File: config.mk
export PLATFORM = sky130hd
export DESIGN_NAME = spiMaster
export DESIGN_NICKNAME = d
export VERILOG_FILES = /design/src/rtl/spi_mst_pkg.sv /design/src/rtl/spi_mst_ctrl.sv /design/src/rtl/spi_mst_dp.sv /design/src/rtl/spiMaster.sv
export SDC_FILE = /design/constraint.sdc
export NUM_CORES = 1
export LEC_CHECK = 0
export CELL_PAD_IN_SITES_DETAIL_PLACEMENT = 1
export CELL_PAD_IN_SITES_GLOBAL_PLACEMENT = 2
export CORE_ASPECT_RATIO = 1.25
export CORE_MARGIN = 2
export CORE_UTILIZATION = 25
export CTS_CLUSTER_DIAMETER = 60
export CTS_CLUSTER_SIZE = 16
export DETAILED_ROUTE_END_ITERATION = 10
export PLACE_DENSITY_LB_ADDON = 0.1
export SYNTH_ARGS = -nofsm -noshare
export SYNTH_HDL_FRONTEND = slang
export SYNTH_HIERARCHICAL = 1
export SYNTH_SLANG_ARGS = --single-unit
File: constraint.sdc
create_clock -name clk -period 4.7 [get_ports clk]
set_input_delay 0.94 -clock clk [delete_from_list [all_inputs] [get_ports clk]]
set_output_delay 0.94 -clock clk [all_outputs]
set_load 0.01 [all_outputs]
File: src/rtl/spi_mst_pkg.sv
package spi_mst_pkg;

  typedef enum logic [2:0] {
    ST_IDLE,
    ST_SETUP,
    ST_XFER,
    ST_TRAIL,
    ST_DONE
  } mstState_t;

  // strobes from control to datapath, all single-cycle
  typedef struct packed {
    logic latchCfg;   // fresh transaction: take polarity and target
    logic loadByte;   // take the outgoing byte
    logic assertSel;  // drive the chosen select low
    logic releaseSel; // drive all selects high
    logic toggleClk;  // flip SCLK
    logic sampleBit;  // capture MISO
    logic shiftBit;   // present the next MOSI bit
  } mstStrobe_t;

endpackage

File: src/rtl/spi_mst_ctrl.sv
module spi_mst_ctrl
  import spi_mst_pkg::*;
#(
  parameter int DATA_W = 8,
  parameter int DIV_W  = 8
) (
  input  logic             clk,
  input  logic             rstN,
  input  logic             startIn,
  input  logic             holdSel,
  input  logic             cphaIn,
  input  logic [DIV_W-1:0] divIn,
  output mstStrobe_t       strb,
  output logic             busyOut,
  output logic             doneOut
);
  localparam int EDGES  = 2 * DATA_W;
  localparam int EDGE_W = $clog2(EDGES + 1);

  mstState_t         stateQ;
  logic [DIV_W-1:0]  divQ;
  logic [DIV_W-1:0]  cntQ;
  logic [EDGE_W-1:0] edgeQ;
  logic              cphaQ;
  logic              holdQ;
  logic              heldQ;

  logic tick;
  logic canStart;
  logic leading;
  logic sampleNow;
  logic lastEdge;
  logic shiftNow;

  assign tick      = (cntQ == divQ);
  assign canStart  = (stateQ == ST_IDLE) || (stateQ == ST_DONE);
  assign leading   = ~edgeQ[0];
  assign sampleNow = leading ^ cphaQ;
  assign lastEdge  = (edgeQ == EDGE_W'(EDGES - 1));
  // shifts happen on the non-sampling edges from the second to the next-to-last
  assign shiftNow  = ~sampleNow && (edgeQ != '0) && ~lastEdge;

  assign busyOut = (stateQ == ST_SETUP) || (stateQ == ST_XFER) || (stateQ == ST_TRAIL);
  assign doneOut = (stateQ == ST_DONE);

  always_comb begin
    strb = '0;
    unique case (stateQ)
      ST_IDLE, ST_DONE: begin
        strb.loadByte = startIn;
        strb.latchCfg = startIn && ~heldQ;
      end
      ST_SETUP: strb.assertSel = tick;
      ST_XFER: begin
        strb.toggleClk = tick;
        strb.sampleBit = tick && sampleNow;
        strb.shiftBit  = tick && shiftNow;
      end
      ST_TRAIL: strb.releaseSel = tick;
      default: ;
    endcase
  end

  always_ff @(posedge clk) begin
    if (!rstN) begin
      stateQ <= ST_IDLE;
      divQ   <= '0;
      cntQ   <= '0;
      edgeQ  <= '0;
      cphaQ  <= 1'b0;
      holdQ  <= 1'b0;
      heldQ  <= 1'b0;
    end else begin
      if (busyOut) cntQ <= tick ? '0 : cntQ + 1'b1;
      unique case (stateQ)
        ST_IDLE, ST_DONE: begin
          stateQ <= ST_IDLE;
          if (startIn) begin
            divQ  <= divIn;
            holdQ <= holdSel;
            cntQ  <= '0;
            edgeQ <= '0;
            if (heldQ) begin
              stateQ <= ST_XFER;
            end else begin
              stateQ <= ST_SETUP;
              cphaQ  <= cphaIn;
            end
          end
        end
        ST_SETUP: if (tick) stateQ <= ST_XFER;
        ST_XFER: begin
          if (tick) begin
            edgeQ <= edgeQ + 1'b1;
            if (lastEdge) begin
              if (holdQ) begin
                heldQ  <= 1'b1;
                stateQ <= ST_DONE;
              end else begin
                stateQ <= ST_TRAIL;
              end
            end
          end
        end
        ST_TRAIL: begin
          if (tick) begin
            heldQ  <= 1'b0;
            stateQ <= ST_DONE;
          end
        end
        default: stateQ <= ST_IDLE;
      endcase
    end
  end

endmodule

File: src/rtl/spi_mst_dp.sv
module spi_mst_dp
  import spi_mst_pkg::*;
#(
  parameter int DATA_W  = 8,
  parameter int NUM_SEL = 4,
  parameter int SEL_W   = $clog2(NUM_SEL)
) (
  input  logic               clk,
  input  logic               rstN,
  input  mstStrobe_t         strb,
  input  logic [DATA_W-1:0]  txByte,
  input  logic [SEL_W-1:0]   tgtSel,
  input  logic               cpolIn,
  input  logic               misoIn,
  output logic               sclkOut,
  output logic               mosiOut,
  output logic [NUM_SEL-1:0] selN,
  output logic [DATA_W-1:0]  rxByte
);
  logic [DATA_W-1:0]  txQ;
  logic [DATA_W-1:0]  rxQ;
  logic [SEL_W-1:0]   selQ;
  logic [NUM_SEL-1:0] selNQ;
  logic [NUM_SEL-1:0] selDecN;
  logic               sclkQ;

  for (genvar i = 0; i < NUM_SEL; i++) begin : g_selDec
    assign selDecN[i] = (selQ != SEL_W'(i));
  end

  always_ff @(posedge clk) begin
    if (!rstN) begin
      txQ   <= '0;
      rxQ   <= '0;
      selQ  <= '0;
      selNQ <= '1;
      sclkQ <= 1'b0;
    end else begin
      if (strb.latchCfg) begin
        sclkQ <= cpolIn;
        selQ  <= tgtSel;
      end
      if (strb.toggleClk) sclkQ <= ~sclkQ;
      if (strb.loadByte) txQ <= txByte;
      else if (strb.shiftBit) txQ <= {txQ[DATA_W-2:0], 1'b0};
      if (strb.sampleBit) rxQ <= {rxQ[DATA_W-2:0], misoIn};
      if (strb.assertSel) selNQ <= selDecN;
      else if (strb.releaseSel) selNQ <= '1;
    end
  end

  assign sclkOut = sclkQ;
  assign mosiOut = txQ[DATA_W-1];
  assign selN    = selNQ;
  assign rxByte  = rxQ;

endmodule

File: src/rtl/spiMaster.sv
module spiMaster
  import spi_mst_pkg::*;
#(
  parameter int DATA_W  = 8,
  parameter int NUM_SEL = 4,
  parameter int DIV_W   = 8,
  localparam int SEL_W  = $clog2(NUM_SEL)
) (
  input  logic               clk,
  input  logic               rstN,
  input  logic               startIn,
  input  logic [DATA_W-1:0]  txByte,
  input  logic [SEL_W-1:0]   tgtSel,
  input  logic               holdSel,
  input  logic [DIV_W-1:0]   divIn,
  input  logic               cpolIn,
  input  logic               cphaIn,
  output logic               busyOut,
  output logic               doneOut,
  output logic [DATA_W-1:0]  rxByte,
  output logic               sclkOut,
  output logic               mosiOut,
  input  logic               misoIn,
  output logic [NUM_SEL-1:0] selN
);
  mstStrobe_t strb;

  spi_mst_ctrl #(.DATA_W(DATA_W), .DIV_W(DIV_W)) u_ctrl (
    .clk     (clk),
    .rstN    (rstN),
    .startIn (startIn),
    .holdSel (holdSel),
    .cphaIn  (cphaIn),
    .divIn   (divIn),
    .strb    (strb),
    .busyOut (busyOut),
    .doneOut (doneOut)
  );

  spi_mst_dp #(.DATA_W(DATA_W), .NUM_SEL(NUM_SEL), .SEL_W(SEL_W)) u_dp (
    .clk     (clk),
    .rstN    (rstN),
    .strb    (strb),
    .txByte  (txByte),
    .tgtSel  (tgtSel),
    .cpolIn  (cpolIn),
    .misoIn  (misoIn),
    .sclkOut (sclkOut),
    .mosiOut (mosiOut),
    .selN    (selN),
    .rxByte  (rxByte)
  );

endmodule

==> results of run 1 <==
-- layout make-up --
cell class / instances / area share, %
clock inverters: 2 / 1.23
well taps: 126 / 5.16
flip-flops and latches: 50 / 32.8
inverters: 9 / 1.15
multi-input cells: 186 / 41.8
clock buffers: 6 / 4.22
repair buffers: 42 / 13.6
-- worst max path at each step --
stage / from / slack [ps] / to / cells past startpoint
floorplan: startIn / 2630 / u_dp/txQ[5] / 8
global placement: startIn / 1590 / u_dp/txQ[7] / 6
detailed placement: startIn / 1500 / u_dp/txQ[4] / 6
CTS: startIn / 1810 / u_dp/txQ[4] / 6
global route: startIn / 1630 / u_dp/txQ[7] / 6
finish: startIn / 1880 / u_dp/txQ[4] / 6
-- registers in the layout, summed over array words and instances (netlist names) --
| signal | flops |
|---|---|
| u_ctrl/cntQ | 8 |
| u_ctrl/divQ | 8 |
| u_dp/rxByte | 8 |
| u_dp/txQ | 8 |
| u_ctrl/edgeQ | 5 |
| u_dp/selN | 4 |
| u_ctrl/stateQ | 3 |
| u_dp/selQ | 2 |
| u_ctrl/cphaQ | 1 |
| u_ctrl/heldQ | 1 |
| u_ctrl/holdQ | 1 |
| u_dp/sclkOut | 1 |
-- cells in the mapped netlist (5+ instances only) --
cell	n
xnor2_1	13
o21ai_1	5
nor2_1	9
buf_6	5
o21ai_0	9
nand2_1	30
dfxtp_1	50
nor3_1	9
inv_1	6
mux2i_1	17
nor2b_1	14
a21oi_1	23
-- power breakdown --
part / internal, W / total [W] / leakage (nW) / switching, W
registers: 0.000484 / 0.000540 / 0.407 / 0.0000560
clock network: 0.000252 / 0.000416 / 0.0771 / 0.000164
logic: 0.000182 / 0.000487 / 0.539 / 0.000305
-- metal layers --
metal	track usage, %	vias up
met5	0	-
met4	4.78	0
met3	2.84	5
met2	23.5	31
met1	14.9	930
li1	-	984
-- through the flow --
| stage | setup slack (ps) | cell area [um2] | instances | util, % | hold WS, ps |
|---|---|---|---|---|---|
| after detailed placement | 1500 | 2890 | 413 | 30.4 | 461 |
| final | 1880 | 3050 | 421 | 32.1 | 470 |
| after global placement | 1590 | 2890 | 413 | 30.4 | 458 |
| after CTS | 1810 | 3050 | 421 | 32.1 | 471 |
| after floorplan | 2630 | 2410 | 257 | - | 437 |
| after global routing | 1630 | 3050 | 421 | 32.1 | 494 |
-- worst max-delay path: stages --
cell and delay [ps]:
clkdlybuf4s50_1 390, or3b_1 700, clkinv_2 440, inv_2 300, o21ai_0 130, a21oi_1 130
-- cells by family after synthesis --
| group | count (synthesis) |
|---|---|
| DFF | 50 |
| buffers and inverters | 21 |
| AOI/OAI and AO/OA | 54 |
| adders and majority gates | 4 |
| xor gates and xnor gates | 16 |
| muxes | 17 |
| and+or+nand+nor | 95 |
==> impl_summary.md, run 1 <==
Power and ir drop
In this run the static leakage power is 1.02 nW. Power spread over the standard cell area amounts to 473 mW/mm2. The maximum vdd ir drop is 142 uV. Power comes to 0.00144 W.

Route
After detailed routing, the number of remaining DRC violations is 0. After the first detailed-routing iteration, the DRC count stood at 41. The aggregate routed wire length is 6.27 mm.

The mean number of vias per cell is 4.63. Detailed routing inserted a total of 1950 vias. The post-route antenna net violation count is 0.

The top layer used by detailed routing is met4. The wire length the detailed router placed on met1 is 2.76 mm. Dividing the detail-routed wire length by the instance count gives 14.9 um. The number of detailed-route iterations in the first pass is 4. In the detailed route, the total length drawn on met3 is 188 um. After detailed routing, the met2 layer carries 3.22 mm of wire.

Finish
Registers take 0.00100 mm2. Counting the fill cells in the layout gives 1119. Summing all multi-input logic gate instances after layout gives 0.00128 mm2. The area growth from synthesis to layout is 26.8%.

Leaving out fill and tap cells, the most frequent cells in the layout are dfxtp_1, clkdlybuf4s50_1, nand2_1. Of the cells placed in the final design, the portion with a size suffix greater than 1 is 9.15%. The net total in the final layout is 323.

0 antenna diodes ended up in the layout. Leaving out fill and tap cells, the most frequent cell in the layout is dfxtp_1.

Setup path
The critical path startpoint category is an input port. The critical path class is in -> reg. The startpoint identified for the worst register-to-register timing path is u_ctrl/stateQ[0]. The data required time of the worst path is 4930 ps. Of all nets on the critical path, the largest fanout is 16. The data arrival time of the critical path is 3050 ps. The type of element capturing the critical path is a flip-flop. Setup slack on the worst reg-to-reg path comes out at 2440 ps. The endpoint of the most critical register-to-register path is u_dp/txQ[4].

For the worst flop-to-flop path, the logic depth is 5.

Yosys
The share of flip-flops with an asynchronous set or reset is 0%. After synthesis, the largest area contributor takes up 41.6% of total cell area. The post-synth net total is 286. In this run the mean area of a mapped cell was 9.37 um2. The synthesized design spends more area on one cell type than any other, namely dfxtp_1. During synthesis, Yosys emitted a total of 6 warnings. The number of distinct library cell variants in the gate-level netlist after synthesis is 52.

The number of synthesized register bits is 50. The post-synthesis simple-gate area fraction is 22.6%. After synthesis the cells add up to 0.00241 mm2. The share of synthesized area occupied by flip-flops and latches is 41.6%. The synthesized netlist devotes 2.08% of its cell area to adder and majority cells.

The synthesized netlist devotes 15.4% of its cell area to compound gates. The portion of netlist area occupied by mux cells is 7.06%. The most frequently used flop master after synthesis is dfxtp_1. The dominant combinational cell family by area after synthesis is simple AND/OR/NAND/NOR gates. Counting every instance in the synthesized netlist gives 257. The area share of xor/xnor cells in the synthesized design is 5.82%. Yosys attributes the largest share of cell area to dfxtp_1, mux2i_1, a21oi_1, xnor2_1, nand2_1. The number of enable-type register cells in the synthesized netlist is 0.

STA
Setup repair after global routing left no endpoint under its margin. The number of hold violations in the final report is 0. The worst path needs 2820 ps of the cycle, external delays included.

Summed over all failing endpoints, the final setup total negative slack is 0 ps. The slew at the pin closest to its max-slew limit is 831 ps. The number of pins with negative max-slew slack in the final report came to 0. The worst path uses 60.1% of the clock period.

The highest clock rate is 0.354 GHz. The relative slew slack is 44.6%. The worst-case clock skew is 6.99 ps. Setup violations remaining at the end of the flow were counted as 0.

Floorplanning
The die extent in x is 91.8 um. The chip height is 114 um. The area of the die is 0.0104 mm2. The number of standard-cell rows in the floorplan is 40.

The initial utilization of the core area, before any placement, comes to 25.3%. The number of top-level pins is 41. After floorplanning, the core was sized to cover 0.00951 mm2.

Placement
The final weighted congestion of routability-driven global placement is 0.675. The estimated wirelength of the detail-placed design is 4.53 mm. The port buffer count is 40.

GRT
The pin count of the biggest net entering global routing is 33. The global-route usage over all layers is 13.0%. The aggregate global routing overflow is 0. The via count of the first global-routing pass was 2081.

The number of antenna violations at the first check in global routing is 0. The first-pass GRT wire length is 10.6 mm.

Hold path
The destination of the worst hold path is u_ctrl/holdQ. The tightest min-delay check is of the reg -> reg type. The origin of the worst min-delay path is u_ctrl/holdQ. The worst hold path cell count is 2.

Clocking
The clock passes through at most 2 buffers. The post-CTS clock slew at the launch and capture registers of the worst setup and hold paths is 70 ps. The H-tree level count is 2.

The insertion delay of the later-clocked pin in the worst-skew pair is 290 ps. The TritonCTS sink count is 50. The number of hold buffers added after CTS is 0. Counting the buffers created by CTS gives 5. Gates resized during post-CTS repair numbered 0. The CTS tree is built.

The post-CTS setup buffer count is 0. The tree is rooted in a clkbuf_16.

Flow run
Max-cap violations in this run came to 0.

Status
The run finished with clean final reports.
Note: power is estimated with default switching activity, not from simulation.
==> inputs of run 2 (changes only) <==
==> constraint.sdc (replaced) <==
create_clock -name clk -period 2.58 [get_ports clk]
set_input_delay 0.516 -clock clk [delete_from_list [all_inputs] [get_ports clk]]
set_output_delay 0.516 -clock clk [all_outputs]
set_load 0.01 [all_outputs]
==> run 2 against run 1 <==
Compared with the run above:
- total power grew 80%
- clock skew barely moved
- die area is the same
- largest cell class unchanged
- clock-buffer cell count fell by 1
- largest power group unchanged
==> impl_summary.md, run 2 (same netlist as run 1, synthesis figures left out) <==
Floorplanning
The die extent in x is 91.8 um. The chip height is 114 um. The die covers 0.0104 mm2. The core footprint is 0.00951 mm2. The floorplan has 40 rows. For this configuration, the core starts out at a cell density of 25.3%.

The number of top-level pins is 41.

STA
The number of hold violations in the final report is 0. The number of pins with negative max-slew slack in the final report is 0. At the pin with the least slew margin, the transition time is 481 ps.

The worst path setup slack after routing is 395 ps. Dividing the final minimum period by the clock period gives 84.7%. Setup violations remaining at the end of the flow were counted as 0. Static timing analysis puts the maximum clock frequency at 0.458 GHz. The sum of negative setup slack is 0 ps. Headroom to the max-slew limit came out at 67.8%. Setup repair after global routing left no endpoint under its margin.

The minimum clock period after layout is 2190 ps. For the final database, setup skew stands at 6.84 ps.

Route
Dividing the detail-routed wire length by the instance count gives 15.0 um. For this block, the via count after detailed routing is 1991. The mean number of vias per cell is 4.66. The remaining design rule violation count is 0. The aggregate routed wire length is 6.41 mm. The pre-antenna-repair detailed-routing pass consisted of 3 iterations.

In this run, the number of DRC markers left after iteration 0 of detailed routing was 33. The post-route antenna net violation count is 0.

Setup path
The largest individual stage delay along the critical path comes from the cell clkdlybuf4s50_1. STA classifies the critical path endpoint as an output pin. The cell family contributing the most delay on the critical path is buffers and inverters. The longest individual stage delay on the worst path is 580 ps. The critical path goes through o21bai_2, inv_1, clkdlybuf4s50_1. Together, buffers and inverters on the worst path number 2.

The critical path startpoint category is a flip-flop. The data arrival time of the critical path is 1670 ps. The critical path class is reg -> out. For the worst setup path, the data required time is 2060 ps.

Along the worst path, the maximum fanout reaches 6.

GRT
Global routing finished with a remaining overflow of 0. The via count of the first global-routing pass was 2080. The pin count of the biggest net entering global routing is 28.

The first-pass GRT wire length is 10.6 mm. The global-route usage over all layers is 12.9%. The number of antenna violations at the first check in global routing is 0.

Clocking
Post-CTS repair changed the size of 0 cells. The number of buffers on the longest clock path is 2. The root buffer cell is clkbuf_16. The insertion delay of the later-clocked pin in the worst-skew pair is 290 ps.

The H-tree level count is 2. Once the clock tree was built, the setup fixing pass inserted 0 buffers. The TritonCTS sink count is 50. The post-CTS clock slew at the launch and capture registers of the worst setup and hold paths is 70 ps. The number of hold buffers added after CTS was 0. The CTS tree is built.

The CTS buffer count is 5.

Finish
Excluding fillers, the count of instances in the completed layout stands at 427. Counting the fill cells in the layout gives 1113. Leaving out fill and tap cells, the most frequent cell in the layout is dfxtp_1.

The net count of the finished layout is 329. The post-route netlist has 11.3% of its cells at a drive strength greater than 1. The area growth from synthesis to layout is 27.8%. The top cell types in the final layout, fill and taps aside, are dfxtp_1, clkdlybuf4s50_1, nand2_1. 0 antenna diodes ended up in the layout.

Power and ir drop
The analysis attributes to cell leakage a power of 1.04 nW. The power density over the cells is 845 mW/mm2. IR analysis of the VDD net gives a maximum drop of 287 uV.

Placement
Counting tap cells, the placed design contains a total of 419 instances. Before CTS, the worst setup slack after placement is 282 ps. The port buffer count is 40.

The final weighted congestion of routability-driven global placement is 0.710. After legalization and detailed placement, the total HPWL measured 4.77 mm.

Flow run
Max-cap violations in this run came to 0.

Hold path
The type of the tightest min-delay check is reg -> reg.

Status
The flow ran to the end, and the final reports show no timing, DRC or antenna violations.
## run 2: cell types whose count changed in the layout (fill, tap and decap cells not counted), sizes merged
cell	delta
buf	+6
clkbuf	-1
bufinv	-1
clkinv	+2
## run 2: final cells by class
cell class                      instances  area (um2)  area share (%)
Tap cell                              126         158            5.12
Inverter                                9        35.0            1.14
Multi-Input combinational cell        186        1280            41.5
Sequential cell                        50        1000            32.5
Clock inverter                          3        21.3           0.691
Timing Repair Buffer                   48         460            15.0
Clock buffer                            5         125            4.07
## run 2: report_power, final
group	switching (W)	internal [W]
Clock	0.000308	0.000360
Combinational	0.000573	0.000376
Sequential	0.000102	0.000882
Total	0.000984	0.00162
## run 2: metrics by stage
stage	cell area (um2)	utilization [%]	power, W	hold slack [ps]
after floorplan	2410	-	0.00169	437
after global placement	2930	30.8	0.00196	448
after detailed placement	2930	30.8	0.00197	465
after CTS	3080	32.4	0.00266	475
after global routing	3080	32.4	0.00280	496
final	3080	32.4	0.00260	472
## run 2: path summary, 6_finish.rpt
kind	to	slack (ps)	depth (start not counted)	from
setup / recovery	busyOut	390	3	u_ctrl/stateQ[0]
setup reg to reg	u_dp/rxByte[0]	470	6	u_ctrl/cntQ[0]
hold / removal	u_ctrl/holdQ	470	2	u_ctrl/holdQ
hold reg to reg	u_ctrl/holdQ	470	2	u_ctrl/holdQ
## run 2: routing by layer
metal / vias to the layer above / part of all wire (%) / GRT usage, %
met5: - / 0 / 0
li1: 993 / - / -
met4: 0 / 1.7 / 5.07
met3: 9 / 3.2 / 2.11
met2: 33 / 51 / 23.3
met1: 956 / 44 / 15.3
## run 2: worst reg2reg max path: cells and delay by family (launching register included)
kind          cells  cell delay [ps]
flops             1              440
simple gates      4             1100
xor+xnor          1              210
mux               1              250
